===== src/rtl/mpu_tx_pkg.sv =====
package mpu_tx_pkg;

    typedef enum logic [1:0] {
        ST_OFF   = 2'd0,
        ST_WARM  = 2'd1,
        ST_IDLE  = 2'd2,
        ST_SHIFT = 2'd3
    } tx_state_e;

    // start + data + multiprocessor bit + stop
    function automatic int frame_len(input int data_w);
        return data_w + 3;
    endfunction

endpackage


===== src/rtl/mpu_tx_baud.sv =====
module mpu_tx_baud #(
    parameter int BAUD_DIV = 4
) (
    input  logic clk,
    input  logic rst_n,
    input  logic run_i,
    input  logic sync_i,
    output logic tick_o
);
    localparam int CW = (BAUD_DIV > 1) ? $clog2(BAUD_DIV) : 1;
    localparam logic [CW-1:0] LAST = CW'(BAUD_DIV - 1);

    typedef struct packed {
        logic [CW-1:0] cnt;
    } baud_t;

    baud_t q, d;

    assign tick_o = run_i && (q.cnt == LAST);

    always_comb begin
        d = q;
        if (!run_i || sync_i) begin
            d.cnt = '0;
        end else if (q.cnt == LAST) begin
            d.cnt = '0;
        end else begin
            d.cnt = q.cnt + 1'b1;
        end
    end

    always_ff @(posedge clk or negedge rst_n) begin
        if (!rst_n) q <= '0;
        else        q <= d;
    end

endmodule


===== src/rtl/mpu_tx_host.sv =====
module mpu_tx_host #(
    parameter int DATA_W = 8
) (
    input  logic              clk,
    input  logic              rst_n,
    input  logic              tx_en_i,
    input  logic              wr_i,
    input  logic [DATA_W-1:0] wr_data_i,
    input  logic              clr_i,
    input  logic              load_i,
    input  logic              done_i,
    output logic [DATA_W-1:0] hold_o,
    output logic              empty_o,
    output logic              end_o
);
    typedef struct packed {
        logic [DATA_W-1:0] hold;
        logic              empty;
        logic              endf;
    } host_t;

    host_t q, d;

    assign hold_o  = q.hold;
    assign empty_o = q.empty;
    assign end_o   = q.endf;

    always_comb begin
        d = q;
        if (wr_i && q.empty) begin
            d.hold = wr_data_i;
            d.endf = 1'b0;
        end
        if (clr_i)  d.empty = 1'b0;
        if (load_i) d.empty = 1'b1;
        if (done_i) d.endf  = 1'b1;
        if (!tx_en_i) begin
            d.empty = 1'b1;
            d.endf  = 1'b1;
        end
    end

    always_ff @(posedge clk or negedge rst_n) begin
        if (!rst_n) begin
            q.hold  <= '0;
            q.empty <= 1'b1;
            q.endf  <= 1'b1;
        end else begin
            q <= d;
        end
    end

    // the transfer frees the holding register on the next cycle
    assert_empty_after_load_R4: assert property (@(posedge clk) disable iff (!rst_n)
        load_i |=> q.empty);

    // an accepted write drops the end flag
    assert_end_cleared_R6: assert property (@(posedge clk) disable iff (!rst_n)
        (tx_en_i && wr_i && q.empty && !done_i) |=> !q.endf);

    // disabled transmitter reports empty and finished
    assert_disable_flags_R8: assert property (@(posedge clk) disable iff (!rst_n)
        !tx_en_i |=> (q.empty && q.endf));

endmodule


===== src/rtl/mpu_tx_shifter.sv =====
module mpu_tx_shifter
    import mpu_tx_pkg::*;
#(
    parameter int DATA_W = 8,
    parameter int OVS    = 16
) (
    input  logic              clk,
    input  logic              rst_n,
    input  logic              tx_en_i,
    input  logic              tick_i,
    input  logic              pending_i,
    input  logic [DATA_W-1:0] data_i,
    input  logic              mp_i,
    output logic              load_o,
    output logic              done_o,
    output logic              sync_o,
    output logic              line_o
);
    localparam int FW = frame_len(DATA_W);
    localparam int TW = (OVS > 1) ? $clog2(OVS) : 1;
    localparam int BW = $clog2(FW);
    localparam logic [TW-1:0] TICK_LAST = TW'(OVS - 1);
    localparam logic [BW-1:0] BIT_LAST  = BW'(FW - 1);

    typedef struct packed {
        tx_state_e     st;
        logic [TW-1:0] tick_cnt;
        logic [BW-1:0] bit_cnt;
        logic [FW-1:0] sh;
    } shf_t;

    shf_t q, d;
    logic bit_end;
    logic last_bit;
    logic [FW-1:0] new_frame;

    assign bit_end   = tick_i && (q.tick_cnt == TICK_LAST);
    assign last_bit  = (q.bit_cnt == BIT_LAST);
    assign new_frame = {1'b1, mp_i, data_i, 1'b0};
    assign line_o    = q.sh[0];

    always_comb begin
        d      = q;
        load_o = 1'b0;
        done_o = 1'b0;
        sync_o = 1'b0;
        case (q.st)
            ST_OFF: begin
                d.sh = '1;
                if (tx_en_i) begin
                    d.st       = ST_WARM;
                    d.tick_cnt = '0;
                    d.bit_cnt  = '0;
                    sync_o     = 1'b1;
                end
            end
            ST_WARM: begin
                if (bit_end) begin
                    d.tick_cnt = '0;
                    if (last_bit) begin
                        d.st      = ST_IDLE;
                        d.bit_cnt = '0;
                    end else begin
                        d.bit_cnt = q.bit_cnt + 1'b1;
                    end
                end else if (tick_i) begin
                    d.tick_cnt = q.tick_cnt + 1'b1;
                end
            end
            ST_IDLE: begin
                if (pending_i) begin
                    load_o     = 1'b1;
                    sync_o     = 1'b1;
                    d.sh       = new_frame;
                    d.tick_cnt = '0;
                    d.bit_cnt  = '0;
                    d.st       = ST_SHIFT;
                end
            end
            ST_SHIFT: begin
                if (bit_end) begin
                    d.tick_cnt = '0;
                    if (last_bit) begin
                        d.bit_cnt = '0;
                        if (pending_i) begin
                            load_o = 1'b1;
                            sync_o = 1'b1;
                            d.sh   = new_frame;
                        end else begin
                            done_o = 1'b1;
                            d.sh   = '1;
                            d.st   = ST_IDLE;
                        end
                    end else begin
                        d.bit_cnt = q.bit_cnt + 1'b1;
                        d.sh      = {1'b1, q.sh[FW-1:1]};
                    end
                end else if (tick_i) begin
                    d.tick_cnt = q.tick_cnt + 1'b1;
                end
            end
            default: d.st = ST_OFF;
        endcase
        if (!tx_en_i) begin
            d.st       = ST_OFF;
            d.sh       = '1;
            d.tick_cnt = '0;
            d.bit_cnt  = '0;
            load_o     = 1'b0;
            done_o     = 1'b0;
            sync_o     = 1'b0;
        end
    end

    always_ff @(posedge clk or negedge rst_n) begin
        if (!rst_n) begin
            q.st       <= ST_OFF;
            q.tick_cnt <= '0;
            q.bit_cnt  <= '0;
            q.sh       <= '1;
        end else begin
            q <= d;
        end
    end

    // the kind bit in the frame is the control value at transfer
    assert_mp_capture_R2: assert property (@(posedge clk) disable iff (!rst_n)
        load_o |=> (q.sh[FW-2] == $past(mp_i)));

    // bit counter never leaves the frame
    assert_bitcnt_range_R1: assert property (@(posedge clk) disable iff (!rst_n)
        q.bit_cnt <= BIT_LAST);

    // a transfer always begins with the start bit on the line
    assert_start_bit_R1: assert property (@(posedge clk) disable iff (!rst_n)
        (load_o && tx_en_i) |=> !line_o);

endmodule


===== src/rtl/mpu_tx_top.sv =====
module mpu_tx_top #(
    parameter int DATA_W   = 8,
    parameter int BAUD_DIV = 4,
    parameter int OVS      = 16
) (
    input  logic              clk,
    input  logic              rst_n,
    input  logic              tx_en,
    input  logic              port_bit,
    input  logic              mp_ctl,
    input  logic              irq_en,
    input  logic              wr_en,
    input  logic [DATA_W-1:0] wr_data,
    input  logic              empty_clr,
    output logic              empty_flag,
    output logic              end_flag,
    output logic              empty_irq,
    output logic              txd
);
    logic              tick;
    logic              sync;
    logic              load;
    logic              done;
    logic              line;
    logic [DATA_W-1:0] hold;

    mpu_tx_baud #(.BAUD_DIV(BAUD_DIV)) baud_i (
        .clk    (clk),
        .rst_n  (rst_n),
        .run_i  (tx_en),
        .sync_i (sync),
        .tick_o (tick)
    );

    mpu_tx_host #(.DATA_W(DATA_W)) host_i (
        .clk       (clk),
        .rst_n     (rst_n),
        .tx_en_i   (tx_en),
        .wr_i      (wr_en),
        .wr_data_i (wr_data),
        .clr_i     (empty_clr),
        .load_i    (load),
        .done_i    (done),
        .hold_o    (hold),
        .empty_o   (empty_flag),
        .end_o     (end_flag)
    );

    mpu_tx_shifter #(.DATA_W(DATA_W), .OVS(OVS)) shf_i (
        .clk       (clk),
        .rst_n     (rst_n),
        .tx_en_i   (tx_en),
        .tick_i    (tick),
        .pending_i (!empty_flag),
        .data_i    (hold),
        .mp_i      (mp_ctl),
        .load_o    (load),
        .done_o    (done),
        .sync_o    (sync),
        .line_o    (line)
    );

    assign txd       = tx_en ? line : port_bit;
    assign empty_irq = empty_flag & irq_en;

    // only a committed byte is ever transferred
    assert_load_committed_R5: assert property (@(posedge clk) disable iff (!rst_n)
        load |-> !empty_flag);

    // completion is never reported while a byte waits
    assert_done_only_drained_R6: assert property (@(posedge clk) disable iff (!rst_n)
        done |-> empty_flag);

endmodule


===== config.mk =====
export PLATFORM = sky130hd
export DESIGN_NAME = mpu_tx_top
export DESIGN_NICKNAME = d
export VERILOG_FILES = /design/src/rtl/mpu_tx_pkg.sv /design/src/rtl/mpu_tx_baud.sv /design/src/rtl/mpu_tx_host.sv /design/src/rtl/mpu_tx_shifter.sv /design/src/rtl/mpu_tx_top.sv
export SDC_FILE = /design/constraint.sdc
export NUM_CORES = 1
export LEC_CHECK = 0
export CORE_UTILIZATION = 33
export DETAILED_ROUTE_END_ITERATION = 7
export PLACE_DENSITY_LB_ADDON = 0.15
export SLEW_MARGIN = 40
export SYNTH_ARGS = -nofsm -noshare
export SYNTH_HDL_FRONTEND = slang
export SYNTH_HIERARCHICAL = 1
export SYNTH_SLANG_ARGS = --single-unit

===== constraint.sdc =====
create_clock -name clk -period 4.83 [get_ports clk]
set_input_delay 0.966 -clock clk [delete_from_list [all_inputs] [get_ports clk]]
set_output_delay 0.966 -clock clk [all_outputs]
set_load 0.005 [all_outputs]

* After elaboration in Yosys (flattened, before gate mapping)
Index checks and enable logic that the tools add are counted.
** Storage, ports and cells
- Output and inout bits :: 4
- Input port bits :: 16
- Word-level logic and storage cells :: 72
- Bits in registers :: 33
** Cells by class
- Reduce and logical (&&, ||, !) cells :: 9
- Bitwise gates (word level) :: 1
- Mux-type cells :: 36
- Equality and inequality tests :: 15
- $add $sub $neg :: 3
** Operators by type and width (number)
- $mux 21 :: 2
- $pmux 10 s4 :: 1
- $pmux 11 s3 :: 1
- $mux 15 :: 2
- $mux 2 :: 8
- $mux 4 :: 4
- $mux 1 :: 15
- $ne 3x2->1 const B :: 4
- $mux 10 :: 1
- $add 4x1->4 const B :: 2
- $eq 4x4->1 const B :: 2
- $eq 2x2->1 const B :: 3
- $ne 3x1->1 const B :: 2
- $ne 3x3->1 const B :: 2
- $reduce_and 3->1 :: 2
- $reduce_and 6->1 :: 1
- $ne 4x1->1 const B :: 1
- $logic_and 1x1->1 :: 3
- $pmux 1 s3 :: 1
- $add 2x1->2 const B :: 1
- $eq 2x1->1 const B :: 1
- $logic_not 2->1 :: 1
- $pmux 1 s2 :: 1
- $and 1x1->1 :: 1
- other kinds (2) :: 2

* Logic depth before layout (Yosys ltp)
- Word-level depth :: 8
- Depth in mapped cells :: 7
- Mapped depth without buffers :: 7

* Modules after synthesis
Netlist, hierarchy kept.
** By module, submodules not included
- mpu_tx_shifter :: area each 1099.8 um^2, instances 1, seq. area each 513.0 um^2, cells each 116
- mpu_tx_host :: area each 381.6 um^2, instances 1, seq. area each 252.7 um^2, cells each 23
- mpu_tx_baud :: area each 92.6 um^2, instances 1, seq. area each 50.0 um^2, cells each 6
- mpu_tx_top :: area each 25.0 um^2, instances 1, seq. area each 0.0 um^2, cells each 3

* Least setup slack after synthesis
OpenSTA, ideal clock, no wires.
- Path type :: input to output
- Start point :: in tx_en
- End point :: out txd
- Setup slack :: 2.618 ns
- Data arrival time :: 1.246 ns
- Data required time :: 3.864 ns
- Stages :: 1
- Path buffers :: 0
- Cells stage by stage :: mux2_4
** Between the ends
- Word-level cells in the longest chain between the ends :: 1
** RTL lines
- start: declaration :: RTL line mpu_tx_top.sv:8 : input logic tx_en,
- $mux 1 :: RTL line mpu_tx_top.sv:63 : assign txd = tx_en ? line : port_bit;
- end: declaration :: RTL line mpu_tx_top.sv:18 : output logic txd
No other way between the ends.

* Final worst setup path
Ends and elaborated chain as after synthesis.

==> summary.md <==
| Metric | Value |
|---|---|
| Number of placed I/O pins | 20 |
| Placer congestion estimate | 0.7966 |
| Vias in the first global route | 1167 |
| Area grow syn2layout | 22.30% |
| Core box area | 4504 sq um |
| Routed met2 length | 1.517 mm |
| Number of buffers and inverters on the critical path | 3 |
| Std-Cell Rows | 24 |
| Clock period minus final worst setup slack | 3.397 ns |
| Deepest level of the CTS H-tree | 2 |
| Worst hold path startpoint | baud_i/q[0] |
| Detailed route wirelength on metal3 | 132 um |
| Detailed placer's ending HPWL | 2.244 mm |
| Type of the worst min-delay path | reg2reg |
| Unrepaired setup endpoints after global routing | false |
| CP cell instances | clkdlybuf4s50_1, buf_4, mux2_4, clkdlybuf4s50_1 |
| Number of setup buffers added after CTS | 0 |
| Overflow after GRT | 0 |
| DR iter-0 viols | 41 |
| Syn nets | 168 |
| All-layer global routing usage | 0.1400 |
| Overall power consumption | 0.0006362 W |
| Library cells used by synthesis | 43 |
| Syn Area/Cell | 10.80 sq um |
| Count of nets after finishing | 190 |
| Fraction of the mapped netlist area in adder cells | 0.03130 |
| Width of the chip | 71.61 um |
| Count of pins over their slew limit | 0 |
| Pin count of the biggest net entering global routing | 33 |
| Post-CTS Resized | 0 |
| Number of synthesized flops with an enable pin | 0 |
| Final hold vios | 0 |
| Simple-Gate Fraction of Synth Area | 0.1808 |
| Proportion of synthesized chip area in sequential cells | 0.5102 |
| Worst setup SP type | input pin |
| TritonCTS Buffers | 5 |
| Starting Density | 0.3550 |
| Yosys top cell area share | 0.3130 |
| Layout fillers | 437 |
| Leading area contributor after synthesis | dfrtp_1 |
| Wire length of the first global-routing pass | 5.485 mm |
| Most common cell in the synthesized netlist | dfrtp_1 |
| Gate count of the mapped netlist | 148 |
| Startpoint of the worst register-to-register path | host_i/empty_o |
| Ranking of synthesized cells by area | dfrtp_1 (31%), dfstp_2 (20%), mux2_2 (5.6%), nor2_1 (4.2%), a31oi_1 (3.5%) |
| # port buffers | 19 |
| Die footprint | 5128 sq um |
| Number of buffers added to fix hold violations after cts | 0 |
| Final sum of negative setup slack | 0 ns |
| Peak per-stage delay on the critical path | 0.45 ns |
| R2r endpoint | shf_i/q[4] |
| Primary FF master, synth | dfrtp_1 |
| Clock Root Buffer | clkbuf_8 |
| Total number of vias | 1189 |
| Required time worst endpoint | 3.86 ns |
| Chip Height | 71.61 um |
| Cell area power density | 325.3 nW/um^2 |
| Met1 routed wirelength after detailed routing | 1.553 mm |
| Register-to-Register Path Depth | 5 |
| Antenna Cells | 0 |
| Startpoint-to-endpoint class of the critical path | in2out |
| Share of the cycle needed by the critical path after routing | 0.7033 |
| Longest Clk Path Bufs | 2 |
| Cell type group with the largest total delay on the critical path | buffers and inverters |
| Clock latency on the worst-skew pair | 0.28 ns |
| Synthesized flop and latch total | 32 |
| Post-synthesis cell area | 1599 sq um |
| Sink count of the clock tree | 32 |
| Worst IR Drop VDD | 0.1634 mV |
| Vias per inst | 5.332 |
| Leakage Power | 0.7877 nW |
| Crit path max fanout | 24 |
| Top Layer Used | met4 |
| Synth Warn # | 6 |
| Highest attainable clock frequency | 0.2944 GHz |
| Data arrival time of the critical path | 2.43 ns |
| Drt first pass iters | 4 |
| Average detailed-routed wire length per instance | 14.43 um |
| Proportion of synthesized flip-flops having asynchronous set or reset | 1.000 |
| Type of element capturing the critical path | primary output |
| Cell repeated most along the worst path | clkdlybuf4s50_1 |
| Antenna violations before repair | 0 |
| Post-route antenna net violation count | 0 |
| Xor and xnor area share after synthesis | 0.02739 |
| Combinational family with the most area after synthesis | simple AND/OR/NAND/NOR gates |
| Max-slew headroom at the worst pin | 0.5335 |
| Most instantiated cells after synthesis | dfrtp_1 (20), nor2_1 (18), dfstp_2 (12) |
| Compound-Gate Fraction of Synth Area | 0.1448 |
| Overall routed net length | 3.217 mm |
| R2R setup slack | 2.89 ns |
| Depth of the worst hold-timing path | 1 |
| Endpoint with the worst hold slack | baud_i/q[0] |
| Fraction of layout cells with a size suffix above 1 | 0.2164 |
| CTS tree | done |
| Multiplexer fraction of the synthesized cell area | 0.07199 |
| Status | finished clean |
| Worst Skew | 0.004379 ns |
| Number of remaining DRC errors | 0 |
| Slowest cell on crit path | clkdlybuf4s50_1 |
| Final setup violation count | 0 |
| Clock Pin Slew Worst Setup and Hold Paths | 0.06 ns |
| Reported max-cap violation count | 0 |
| Slew @ Worst Pin | 0.6997 ns |
-- cell type report --
class | count | area, sq um | share of cell area
Tap cell | 52 | 65.06 | 0.03327
Clock buffer | 6 | 72.57 | 0.03711
Timing Repair Buffer | 21 | 205.2 | 0.1049
Sequential cell | 32 | 815.8 | 0.4171
Multi-Input combinational cell | 103 | 735.7 | 0.3762
Inverter | 7 | 26.28 | 0.01344
Clock inverter | 2 | 35.03 | 0.01791
-- cells by family after synthesis --
group | after synthesis
buf+inv | 13
simple gates | 49
xor+xnor | 5
mux | 10
fa+ha+maj | 4
flops | 32
compound gates | 35
-- metrics by stage --
stage	hold slack, ns	setup slack (ns)	util	cells	area (sq um)
2_1_floorplan	0.4310	2.618	-	148	1599
3_3_place_gp	0.4385	1.442	0.4089	215	1842
3_5_place_dp	0.4483	1.437	0.4089	215	1842
4_1_cts	0.4581	1.437	0.4328	223	1949
5_1_grt	0.4847	1.385	0.4342	223	1956
6_report	0.4546	1.433	0.4342	223	1956
-- state kept, by name, summed over array words and instances (netlist names) --
| signal | flops |
|---|---|
| baud_i/q | 2 |
| host_i/empty_o | 1 |
| host_i/end_o | 1 |
| host_i/hold_o | 8 |
| shf_i/line_o | 1 |
| shf_i/q | 19 |
-- cell usage in the layout (no fill, tap or decap), types with 3 or more instances in the layout --
cell             synthesis  final
a21oi_1                  3      3
a31oi_1                  9      9
clkbuf_8                 0      5
clkdlybuf4s50_1          0     19
dfrtp_1                 20     20
dfstp_2                 12     12
ha_1                     4      4
inv_1                    7      7
mux2_2                   8      8
nand2_1                  7      7
nand3_1                  3      3
nor2_1                  18     18
nor2b_1                  3      3
o21a_1                   3      3
o22ai_1                  9      9
xnor2_1                  4      4
-- worst max-delay path by stage --
| stage | startpoint | end | slack, ns | depth (start not counted) |
|---|---|---|---|---|
| final | tx_en | txd | 1.43 | 4 |
| after global routing | tx_en | txd | 1.39 | 4 |
| after CTS | tx_en | txd | 1.44 | 4 |
| after detailed placement | tx_en | txd | 1.44 | 4 |
| after global placement | tx_en | txd | 1.44 | 4 |
| after floorplan | tx_en | txd | 2.62 | 1 |
-- metal layers --
layer,up-vias,GRT usage
met4,0,0.05011
met5,-,0
met3,2,0.04501
met2,31,0.2138
li1,575,-
met1,581,0.1873
-- power by group --
group / internal, W / switching [W] / total [W]
Clock: 0.000153 / 0.0000962 / 0.000249
Sequential: 0.000289 / 0.0000156 / 0.000305
Combinational: 0.0000419 / 0.0000402 / 0.0000821
(Power assumes the default switching activity.)
